$ cat src/rtl/kg_pkg.sv
package kg_pkg;
  typedef enum logic {
    MODE_STOP_GO = 1'b0,
    MODE_STEP_DK = 1'b1
  } step_mode_e;

  localparam int unsigned STEP_CNT_W = 3;
  localparam int unsigned STEP_MAX   = 4;
endpackage

$ cat src/rtl/kg_lfsr_chain.sv
module kg_lfsr_chain #(
  parameter int unsigned W       = 8,
  parameter logic [W-1:0] TAPS   = '1,
  parameter int unsigned MAXSTEP = 1
) (
  input  logic [W-1:0]                 s_in,
  input  logic [kg_pkg::STEP_CNT_W-1:0] steps,
  output logic [W-1:0]                 s_out
);
  function automatic logic [W-1:0] lfsr_adv(input logic [W-1:0] s);
    return {s[W-2:0], ^(s & TAPS)};
  endfunction

  logic [W-1:0] chain [0:MAXSTEP];
  assign chain[0] = s_in;

  for (genvar i = 0; i < MAXSTEP; i++) begin : g_stage
    assign chain[i+1] = lfsr_adv(chain[i]);
  end

  always_comb begin
    s_out = chain[0];
    for (int j = 1; j <= MAXSTEP; j++) begin
      if (int'(steps) == j) s_out = chain[j];
    end
  end
endmodule

$ cat src/rtl/kg_lfsr_reg.sv
module kg_lfsr_reg #(
  parameter int unsigned W       = 8,
  parameter logic [W-1:0] TAPS   = '1,
  parameter int unsigned MAXSTEP = 1
) (
  input  logic                         clk,
  input  logic                         rst_n,
  input  logic                         load,
  input  logic [W-1:0]                 seed,
  input  logic                         adv,
  input  logic [kg_pkg::STEP_CNT_W-1:0] steps,
  output logic [W-1:0]                 q,
  output logic [W-1:0]                 q_next
);
  localparam logic [W-1:0] SAFE_SEED = W'(1);

  logic [W-1:0] seed_ok;
  assign seed_ok = (seed == '0) ? SAFE_SEED : seed;

  kg_lfsr_chain #(.W(W), .TAPS(TAPS), .MAXSTEP(MAXSTEP)) u_chain (
    .s_in  (q),
    .steps (steps),
    .s_out (q_next)
  );

  always_ff @(posedge clk or negedge rst_n) begin
    if (!rst_n)    q <= SAFE_SEED;
    else if (load) q <= seed_ok;
    else if (adv)  q <= q_next;
  end
endmodule

$ cat src/rtl/kg_clock_ctl_gen.sv
module kg_clock_ctl_gen #(
  parameter int unsigned M              = 7,
  parameter int unsigned N              = 11,
  parameter logic [M-1:0] TAPS_A        = 7'b1100000,
  parameter logic [N-1:0] TAPS_B        = 11'b10100000000,
  parameter kg_pkg::step_mode_e MODE    = kg_pkg::MODE_STEP_DK,
  parameter int unsigned D              = 2,
  parameter int unsigned K              = 3
) (
  input  logic         clk,
  input  logic         rst_n,
  input  logic         load,
  input  logic [M-1:0] seed_a,
  input  logic [N-1:0] seed_b,
  input  logic         en,
  output logic         ks_bit,
  output logic         ks_valid
);
  import kg_pkg::*;

  localparam int unsigned D_EFF   = (MODE == MODE_STOP_GO) ? 0 : D;
  localparam int unsigned K_EFF   = (MODE == MODE_STOP_GO) ? 1 : K;
  localparam int unsigned B_MAX   = (D_EFF > K_EFF) ? D_EFF : K_EFF;
  localparam logic [STEP_CNT_W-1:0] CNT_D = STEP_CNT_W'(D_EFF);
  localparam logic [STEP_CNT_W-1:0] CNT_K = STEP_CNT_W'(K_EFF);

  // named internal events, visible to the checker
  logic                  adv;
  logic                  ctl_bit;
  logic [STEP_CNT_W-1:0] b_steps;
  logic [M-1:0]          a_q, a_next;
  logic [N-1:0]          b_q, b_next;

  assign adv     = en && !load;
  assign ctl_bit = a_q[M-1];
  assign b_steps = ctl_bit ? CNT_K : CNT_D;

  kg_lfsr_reg #(.W(M), .TAPS(TAPS_A), .MAXSTEP(1)) u_reg_a (
    .clk    (clk),
    .rst_n  (rst_n),
    .load   (load),
    .seed   (seed_a),
    .adv    (adv),
    .steps  (STEP_CNT_W'(1)),
    .q      (a_q),
    .q_next (a_next)
  );

  kg_lfsr_reg #(.W(N), .TAPS(TAPS_B), .MAXSTEP(B_MAX)) u_reg_b (
    .clk    (clk),
    .rst_n  (rst_n),
    .load   (load),
    .seed   (seed_b),
    .adv    (adv),
    .steps  (b_steps),
    .q      (b_q),
    .q_next (b_next)
  );

  always_ff @(posedge clk or negedge rst_n) begin
    if (!rst_n) begin
      ks_bit   <= 1'b0;
      ks_valid <= 1'b0;
    end else begin
      ks_valid <= adv;
      if (adv) ks_bit <= b_next[N-1];
    end
  end
endmodule

$ cat config.mk
export PLATFORM = sky130hd
export DESIGN_NAME = kg_clock_ctl_gen
export DESIGN_NICKNAME = d
export VERILOG_FILES = /design/src/rtl/kg_pkg.sv /design/src/rtl/kg_lfsr_chain.sv /design/src/rtl/kg_lfsr_reg.sv /design/src/rtl/kg_clock_ctl_gen.sv
export SDC_FILE = /design/constraint.sdc
export NUM_CORES = 1
export LEC_CHECK = 0
export BUFFER_PORTS_ARGS = -buffer_cell sky130_fd_sc_hd__buf_2
export CORE_MARGIN = 10
export CORE_UTILIZATION = 45
export DETAILED_ROUTE_END_ITERATION = 6
export PLACE_DENSITY = 0.68
export SYNTH_ARGS = -nofsm -noshare
export SYNTH_HDL_FRONTEND = slang
export SYNTH_SLANG_ARGS = --single-unit
$ cat constraint.sdc
create_clock -name clk -period 4 [get_ports clk]
set_clock_uncertainty 0.2 [all_clocks]
set_input_delay 1 -clock clk [delete_from_list [all_inputs] [get_ports clk]]
set_output_delay 1 -clock clk [all_outputs]
set_load 0.05 [all_outputs]
==> reports/metrics.json, run 1 <==
{
  "status": {"value": "finished clean"},
  "cp_delay_by_family_top": {"value": "flip-flops"},
  "clkSinkCount": {"value": 20},
  "end_kind": {"value": "primary output"},
  "crit_path_top_delay_cell": {"value": "sky130_fd_sc_hd__dfrtp_1"},
  "synthesis.area_per_instance": {"value": 9.954, "unit": "µm²"},
  "power.combinational.fraction": {"value": 0.214},
  "placed_cells": {"value": 154},
  "wire_length_of_the_first_global_routing_pass": {"value": 3732, "unit": "µm"},
  "measured_slew_at_the_worst_slew_check_pin": {"value": 0.6183, "unit": "ns"},
  "detail_route.wirelength": {"value": 2300, "unit": "µm"},
  "via_total_after_detailed_routing": {"value": 851},
  "power.switching": {"value": 136.6, "unit": "µW"},
  "post_route_antenna_net_violation_count": {"value": 0},
  "ratio_of_routed_vias_to_standard_cells": {"value": 5.386},
  "clockBufferDepth": {"value": 2},
  "crit_path_start_kind": {"value": "register"},
  "crit_chain": {"value": "buf_2"},
  "cts_made_buffers": {"value": 3},
  "grtUsageTotal": {"value": 0.08957},
  "synth_net_count": {"value": 134},
  "largest_net_degree_at_the_start_of_global_routing": {"value": 39},
  "fill_cells": {"value": 226},
  "synth-seq-cells": {"value": 20},
  "setup_total_negative_slack": {"value": 0, "unit": "ns"},
  "yosys_warnings": {"value": 0},
  "final.period_utilization": {"value": 0.5323},
  "crit_arrival": {"value": 0.93, "unit": "ns"},
  "period_needed": {"value": 2.129, "unit": "ns"},
  "drv_slew": {"value": 0},
  "die_width": {"value": 69.78, "unit": "µm"},
  "syn_inst_count": {"value": 112},
  "port_buffers": {"value": 23},
  "synth.yosys.seq_area_share": {"value": 0.4512},
  "ys_types": {"value": 25},
  "rsz0062_at_grt": {"value": "no"},
  "synthesis.area": {"value": 1115, "unit": "µm²"},
  "drt_first_iter_violations": {"value": 53},
  "timing.critical_path.slowest_cell_delay": {"value": 0.37, "unit": "ns"},
  "vias_in_the_first_global_route": {"value": 803},
  "internal_power": {"value": 328.1, "unit": "µW"},
  "rows": {"value": 17},
  "synth_area_leaders": {"value": "sky130_fd_sc_hd__dfrtp_1 (40%), sky130_fd_sc_hd__mux2i_1 (14%), sky130_fd_sc_hd__a211oi_1 (6.1%), sky130_fd_sc_hd__a21o_1 (5.4%), sky130_fd_sc_hd__dfstp_2 (4.7%)"},
  "num-nets-final": {"value": 153},
  "initial_antenna_violation_count": {"value": 0},
  "hold-worst-slack": {"value": 0.3051, "unit": "ns"},
  "leakage": {"value": 0.0006144, "unit": "µW"},
  "antenna_cells_inserted": {"value": 0},
  "post_cts.repair.setup_buffers": {"value": 0},
  "instances_no_fill": {"value": 158},
  "power.sequential.fraction": {"value": 0.536},
  "placeable_core_region": {"value": 2276, "unit": "µm²"},
  "insertion_delay": {"value": 0.30, "unit": "ns"},
  "irDropWorstVdd": {"value": 0.0002228, "unit": "V"},
  "half_perimeter_wire_length_after_detailed_placement": {"value": 1706, "unit": "µm"},
  "yosysTopAreaCellShare": {"value": 0.4040},
  "design.portCount": {"value": 24},
  "areaGrowthSynthToFinish": {"value": 11.11, "unit": "%"},
  "grt_overflow_total": {"value": 0},
  "post_cts_hold_buffer_count": {"value": 0},
  "h-tree-depth": {"value": 1},
  "drt_first_pass_iters": {"value": 4},
  "max_clock_freq": {"value": 0.4696, "unit": "GHz"},
  "synth.largest_area_cell": {"value": "sky130_fd_sc_hd__dfrtp_1"},
  "path_class": {"value": "register to primary output"},
  "p_per_area": {"value": 375.2, "unit": "nW/µm²"},
  "timing.max_cap.violations": {"value": 0},
  "number_of_gates_resized_after_cts": {"value": 0},
  "detail_route.wl_per_cell": {"value": 14.56, "unit": "µm"},
  "worst-path-buf-inv": {"value": 1},
  "timing.critical_path.fanout_max": {"value": 2},
  "clk_root_buffer_cell": {"value": "sky130_fd_sc_hd__clkbuf_4"},
  "worstPathRequired": {"value": 2.80, "unit": "ns"},
  "worst_setup_hold_path_clk_slew": {"value": 0.11, "unit": "ns"},
  "tritoncts": {"value": "yes"},
  "slew_limit_headroom": {"value": 0.5878},
  "timing.hold.worst.class": {"value": "register to register"},
  "hold_viol_final": {"value": 0},
  "chipHeight": {"value": 69.78, "unit": "µm"},
  "clock_power_share": {"value": 0.250},
  "drt_drc_violations_left": {"value": 0},
  "fp.dieArea": {"value": 4869, "unit": "µm²"},
  "finalWeightedCongestion": {"value": 0.7865},
  "setup_viol": {"value": 0},
  "post_route_cells_drive_above_1_share": {"value": 0.2231},
  "initial_core_utilization": {"value": 0.4898},
  "power.share.switching": {"value": 0.2940}
}
-- power groups by stage --
stage / sequential [µW] / combinational, µW / clock [µW]
2_1_floorplan: 252 / 75.2 / 0
3_3_place_gp: 253 / 98.8 / 0
3_5_place_dp: 254 / 99.6 / 0
4_1_cts: 249 / 100 / 122
5_1_grt: 253 / 111 / 128
6_report: 249 / 99.5 / 116
-- per-layer routing --
metal,vias up,wire [µm],track usage
met2,17,1012,0.1249
li1,435,-,-
met4,0,10,0.03913
met5,-,0,0
met3,2,104,0.01997
met1,397,1172,0.1262
-- layout make-up --
cell class                 instances  area (µm²)  area share
sequential                        20       503.0      0.4061
multi-input combinational         80       538.0      0.4343
tap                               28       35.03     0.02828
clock buffer                       4       36.28     0.02929
timing repair buffer              23       115.1     0.09293
inverter                           3       11.26    0.009091
-- worst paths after layout --
path                                          startpoint                        end  slack, ns  cells past startpoint
worst max-delay path                  ks_bit$_DFFE_PN0P_                     ks_bit       1.87                      1
worst min-delay path                  ks_bit$_DFFE_PN0P_         ks_bit$_DFFE_PN0P_       0.31                      2
worst max register to register  u_reg_a.q[6]$_DFFE_PN0P_  u_reg_b.q[10]$_DFFE_PN0P_       2.34                      3
worst min register to register        ks_bit$_DFFE_PN0P_         ks_bit$_DFFE_PN0P_       0.31                      2
max in group asynchronous                          rst_n   u_reg_a.q[0]$_DFFE_PN1P_       2.83                      1
min in group asynchronous                          rst_n   u_reg_b.q[2]$_DFFE_PN0P_       0.43                      1
-- Yosys cell counts (all sizes together) --
master and number:
nand2 7, xor2 4, nor2 9, a21oi 6
buf 7, nor2b 2, nor3b 2, dfrtp 18
nor4 2, nand3 1, nand2b 1, a21o 8
nor4b 1, inv 3, mux2i 16, o21a 1
nor3 1, o211ai 1, o21ai 9, clkbuf 2
a211oi 9, dfstp 2
-- kinds of logic (layout without fill, tap and decap cells) --
| family | Yosys count | in the layout | synth area share |
|---|---|---|---|
| XOR/XNOR | 4 | 4 | 0.03142 |
| flip-flops | 20 | 20 | 0.4512 |
| AO/OA/AOI/OAI | 34 | 34 | 0.1953 |
| AND/OR/NAND/NOR | 26 | 26 | 0.1122 |
| buffers and inverters | 12 | 30 | 0.06622 |
| multiplexers | 16 | 16 | 0.1437 |
-- layout by cell type (no fill, tap or decap), types with 3 or more instances in the layout --
cell                       count
sky130_fd_sc_hd__buf_2        23
sky130_fd_sc_hd__dfrtp_1      18
sky130_fd_sc_hd__mux2i_1      16
sky130_fd_sc_hd__o21ai_0       9
sky130_fd_sc_hd__nor2_1        9
sky130_fd_sc_hd__a211oi_1      9
sky130_fd_sc_hd__a21o_1        8
sky130_fd_sc_hd__nand2_1       7
sky130_fd_sc_hd__a21oi_1       6
sky130_fd_sc_hd__xor2_1        4
sky130_fd_sc_hd__inv_1         3
sky130_fd_sc_hd__clkbuf_4      3
-- flip-flops by register name, summed over array words and instances, names as in the netlist --
register	flops
u_reg_a.q	7
ks_valid	1
ks_bit	1
u_reg_b.q	11
-- through the flow --
stage               total power, µW  area [µm²]    util  setup WS, ns
finish                        464.8        1239  0.5443         1.871
detailed placement            353.2        1202  0.5283         1.703
CTS                           471.5        1239  0.5443         1.844
global placement              351.3        1202  0.5283         1.786
floorplan                     326.9        1115       -         2.085
global route                  491.5        1239  0.5443         1.807
No activity file was read; power rests on OpenSTA's default activity.
==> run 2, diff against run 1 <==
Settings changed: ABC_AREA from default to 1, PLACE_DENSITY 0.68 to 0.71.
Clock period 4 ns to 1.8 ns, I/O delays scaled along.
==> reports/metrics.json, run 2 <==
{
  "synth.yosys.seq_area_share": {"value": 0.4512},
  "irDropWorstVdd": {"value": 0.0005619, "unit": "V"},
  "wire_length_of_the_first_global_routing_pass": {"value": 4940, "unit": "µm"},
  "initial_core_utilization": {"value": 0.4898},
  "placeable_core_region": {"value": 2276, "unit": "µm²"},
  "h-tree-depth": {"value": 1},
  "p_per_area": {"value": 784.4, "unit": "nW/µm²"},
  "placed_cells": {"value": 189},
  "synth_area_leaders": {"value": "sky130_fd_sc_hd__dfrtp_1 (40%), sky130_fd_sc_hd__nand2_1 (13%), sky130_fd_sc_hd__inv_1 (5.4%), sky130_fd_sc_hd__dfstp_2 (4.7%), sky130_fd_sc_hd__nand3_1 (4.0%)"},
  "setup_total_negative_slack": {"value": 0, "unit": "ns"},
  "final.period_utilization": {"value": 0.8806},
  "largest-register": {"value": "u_reg_b.q"},
  "yosysTopAreaCellShare": {"value": 0.4040},
  "ratio_of_routed_vias_to_standard_cells": {"value": 5.347},
  "rows": {"value": 17},
  "detail_route.wl_per_cell": {"value": 14.65, "unit": "µm"},
  "crit_path_start_kind": {"value": "register"},
  "synth-edff-count": {"value": 0},
  "largest_net_degree_at_the_start_of_global_routing": {"value": 21},
  "vias_in_the_first_global_route": {"value": 1070},
  "port_buffers": {"value": 23},
  "measured_slew_at_the_worst_slew_check_pin": {"value": 0.4541, "unit": "ns"},
  "num-nets-final": {"value": 189},
  "post_route_cells_drive_above_1_share": {"value": 0.2485},
  "synth_net_count": {"value": 163},
  "instances_no_fill": {"value": 193},
  "rsz0062_at_grt": {"value": "no"},
  "design.portCount": {"value": 24},
  "drt_drc_violations_left": {"value": 0},
  "die_width": {"value": 69.78, "unit": "µm"},
  "post_route_antenna_net_violation_count": {"value": 0},
  "fill_cells": {"value": 210},
  "worstPathRequired": {"value": 1.15, "unit": "ns"},
  "period_needed": {"value": 1.585, "unit": "ns"},
  "cts_made_buffers": {"value": 3},
  "end_kind": {"value": "primary output"},
  "via_total_after_detailed_routing": {"value": 1032},
  "leading_cell_types_in_the_layout_fill_and_taps_excluded": {"value": "sky130_fd_sc_hd__nand2_1 (39), sky130_fd_sc_hd__buf_2 (23), sky130_fd_sc_hd__dfrtp_1 (18), sky130_fd_sc_hd__inv_1 (16), sky130_fd_sc_hd__nor2_1 (12)"},
  "insertion_delay": {"value": 0.31, "unit": "ns"},
  "largest_register_ff_count": {"value": 11},
  "post_cts_hold_buffer_count": {"value": 1},
  "worst_setup_hold_path_clk_slew": {"value": 0.11, "unit": "ns"},
  "fp.dieArea": {"value": 4869, "unit": "µm²"},
  "hold_viol_final": {"value": 0},
  "drt_first_pass_iters": {"value": 4},
  "initial_antenna_violation_count": {"value": 0},
  "syn_inst_count": {"value": 141},
  "number_of_gates_resized_after_cts": {"value": 0},
  "leakage": {"value": 0.0006483, "unit": "µW"},
  "crit_path_top_delay_cell": {"value": "sky130_fd_sc_hd__dfrtp_1"},
  "crit_chain": {"value": "buf_2"},
  "post_cts.repair.setup_buffers": {"value": 0},
  "areaGrowthSynthToFinish": {"value": 14.14, "unit": "%"},
  "timing.critical_path.slowest_cell_delay": {"value": 0.36, "unit": "ns"},
  "ys_types": {"value": 23},
  "timing.hold.worst.class": {"value": "input pin to register"},
  "tritoncts": {"value": "yes"},
  "max_clock_freq": {"value": 0.6309, "unit": "GHz"},
  "half_perimeter_wire_length_after_detailed_placement": {"value": 2183, "unit": "µm"},
  "grt_overflow_total": {"value": 0},
  "clkSinkCount": {"value": 20},
  "postLayoutCellArea": {"value": 1272, "unit": "µm²"},
  "placedInstanceArea": {"value": 1240, "unit": "µm²"},
  "synth.largest_area_cell": {"value": "sky130_fd_sc_hd__dfrtp_1"},
  "synthesis.area_per_instance": {"value": 7.907, "unit": "µm²"},
  "layout_top_registers": {"value": "u_reg_b.q (11), u_reg_a.q (7)"},
  "drv_slew": {"value": 0},
  "clk_root_buffer_cell": {"value": "sky130_fd_sc_hd__clkbuf_4"},
  "synth-main-ff-cell": {"value": "sky130_fd_sc_hd__dfrtp_1"},
  "path_class": {"value": "register to primary output"},
  "synthesis.area": {"value": 1115, "unit": "µm²"},
  "netlist_top_cells_count": {"value": "sky130_fd_sc_hd__nand2_1 (39), sky130_fd_sc_hd__dfrtp_1 (18), sky130_fd_sc_hd__inv_1 (16)"},
  "clockBufferDepth": {"value": 2},
  "slew_limit_headroom": {"value": 0.6972},
  "asyncSetResetFlopFracSynth": {"value": 1.000},
  "final_common_cell": {"value": "sky130_fd_sc_hd__nand2_1"},
  "detail_route.wirelength": {"value": 2827, "unit": "µm"},
  "crit_arrival": {"value": 0.94, "unit": "ns"},
  "timing.max_cap.violations": {"value": 0},
  "chipHeight": {"value": 69.78, "unit": "µm"},
  "worst-path-buf-inv": {"value": 1},
  "grtUsageTotal": {"value": 0.1187},
  "cp_delay_by_family_top": {"value": "flip-flops"},
  "antenna_cells_inserted": {"value": 0},
  "status": {"value": "finished clean"},
  "timing.critical_path.fanout_max": {"value": 2},
  "most_frequent_cell_after_synthesis": {"value": "sky130_fd_sc_hd__nand2_1"},
  "synth-seq-cells": {"value": 20},
  "drt_first_iter_violations": {"value": 49},
  "hold-worst-slack": {"value": 0.1848, "unit": "ns"},
  "setup_viol": {"value": 0},
  "yosys_warnings": {"value": 0},
  "finalWeightedCongestion": {"value": 0.9526}
}
run 2: changes by cell type in the layout (fill, tap and decap cells not counted), sizes merged, moves of 3 or more:
cell and delta:
a211oi -9, a21o -8, a22oi +3, inv +17
mux2i -16, nand2 +34, nand3 +8, nor2 +3
o211ai +5, o221ai +5, xor2 -4
run 2: final cells by class:
cell class,instances,area (µm²),area share
clock buffers,3,22.52,0.01770
inverters,20,82.58,0.06490
multi-input cells,96,489.2,0.3845
repair buffers,26,140.1,0.1101
flip-flops and latches,20,503.0,0.3953
well taps,28,35.03,0.02753
run 2: per-stage QoR:
stage	setup slack, ns	power [µW]	util
floorplan	0.4932	707.7	-
global placement	0.3617	782.9	0.5448
detailed placement	0.3442	787.3	0.5448
CTS	0.2111	1001	0.5591
global route	0.1751	1055	0.5591
finish	0.2149	998.1	0.5591
run 2: layer usage:
layer  routed length, µm  vias up  GRT usage
met5                   0        -          0
met4                  46        0    0.05870
met1                1380      488     0.1665
met3                 103        5    0.01997
li1                    -      513          -
met2                1297       26     0.1678
run 2: final timing paths:
path | start | to | slack, ns | depth (start not counted)
worst max-delay path | ks_bit$_DFFE_PN0P_ | ks_bit | 0.21 | 1
worst min-delay path | seed_b[10] | u_reg_b.q[10]$_DFFE_PN0P_ | 0.18 | 3
worst max register to register | u_reg_a.q[6]$_DFFE_PN0P_ | u_reg_b.q[7]$_DFFE_PN0P_ | 0.39 | 5
worst min register to register | u_reg_a.q[0]$_DFFE_PN1P_ | u_reg_a.q[0]$_DFFE_PN1P_ | 0.29 | 2
max in group asynchronous | rst_n | u_reg_b.q[0]$_DFFE_PN1P_ | 0.64 | 2
min in group asynchronous | rst_n | u_reg_a.q[1]$_DFFE_PN0P_ | 0.41 | 2
run 2: power breakdown:
group          total [µW]  internal, µW  leakage, µW  switching [µW]
logic                 237          86.4     0.000394             150
registers             546           506     0.000241            40.5
clock network         215          78.2    0.0000138             137
total                 998           670     0.000648             328
run 2: logic make-up (layout without fill, tap and decap cells):
family,after synthesis,count (layout),synth area share
XOR/XNOR,1,1,0.007858
AND/OR/NAND/NOR,65,65,0.2492
flip-flops,20,20,0.4512
AO/OA/AOI/OAI,30,30,0.1818
buffers and inverters,25,49,0.1100
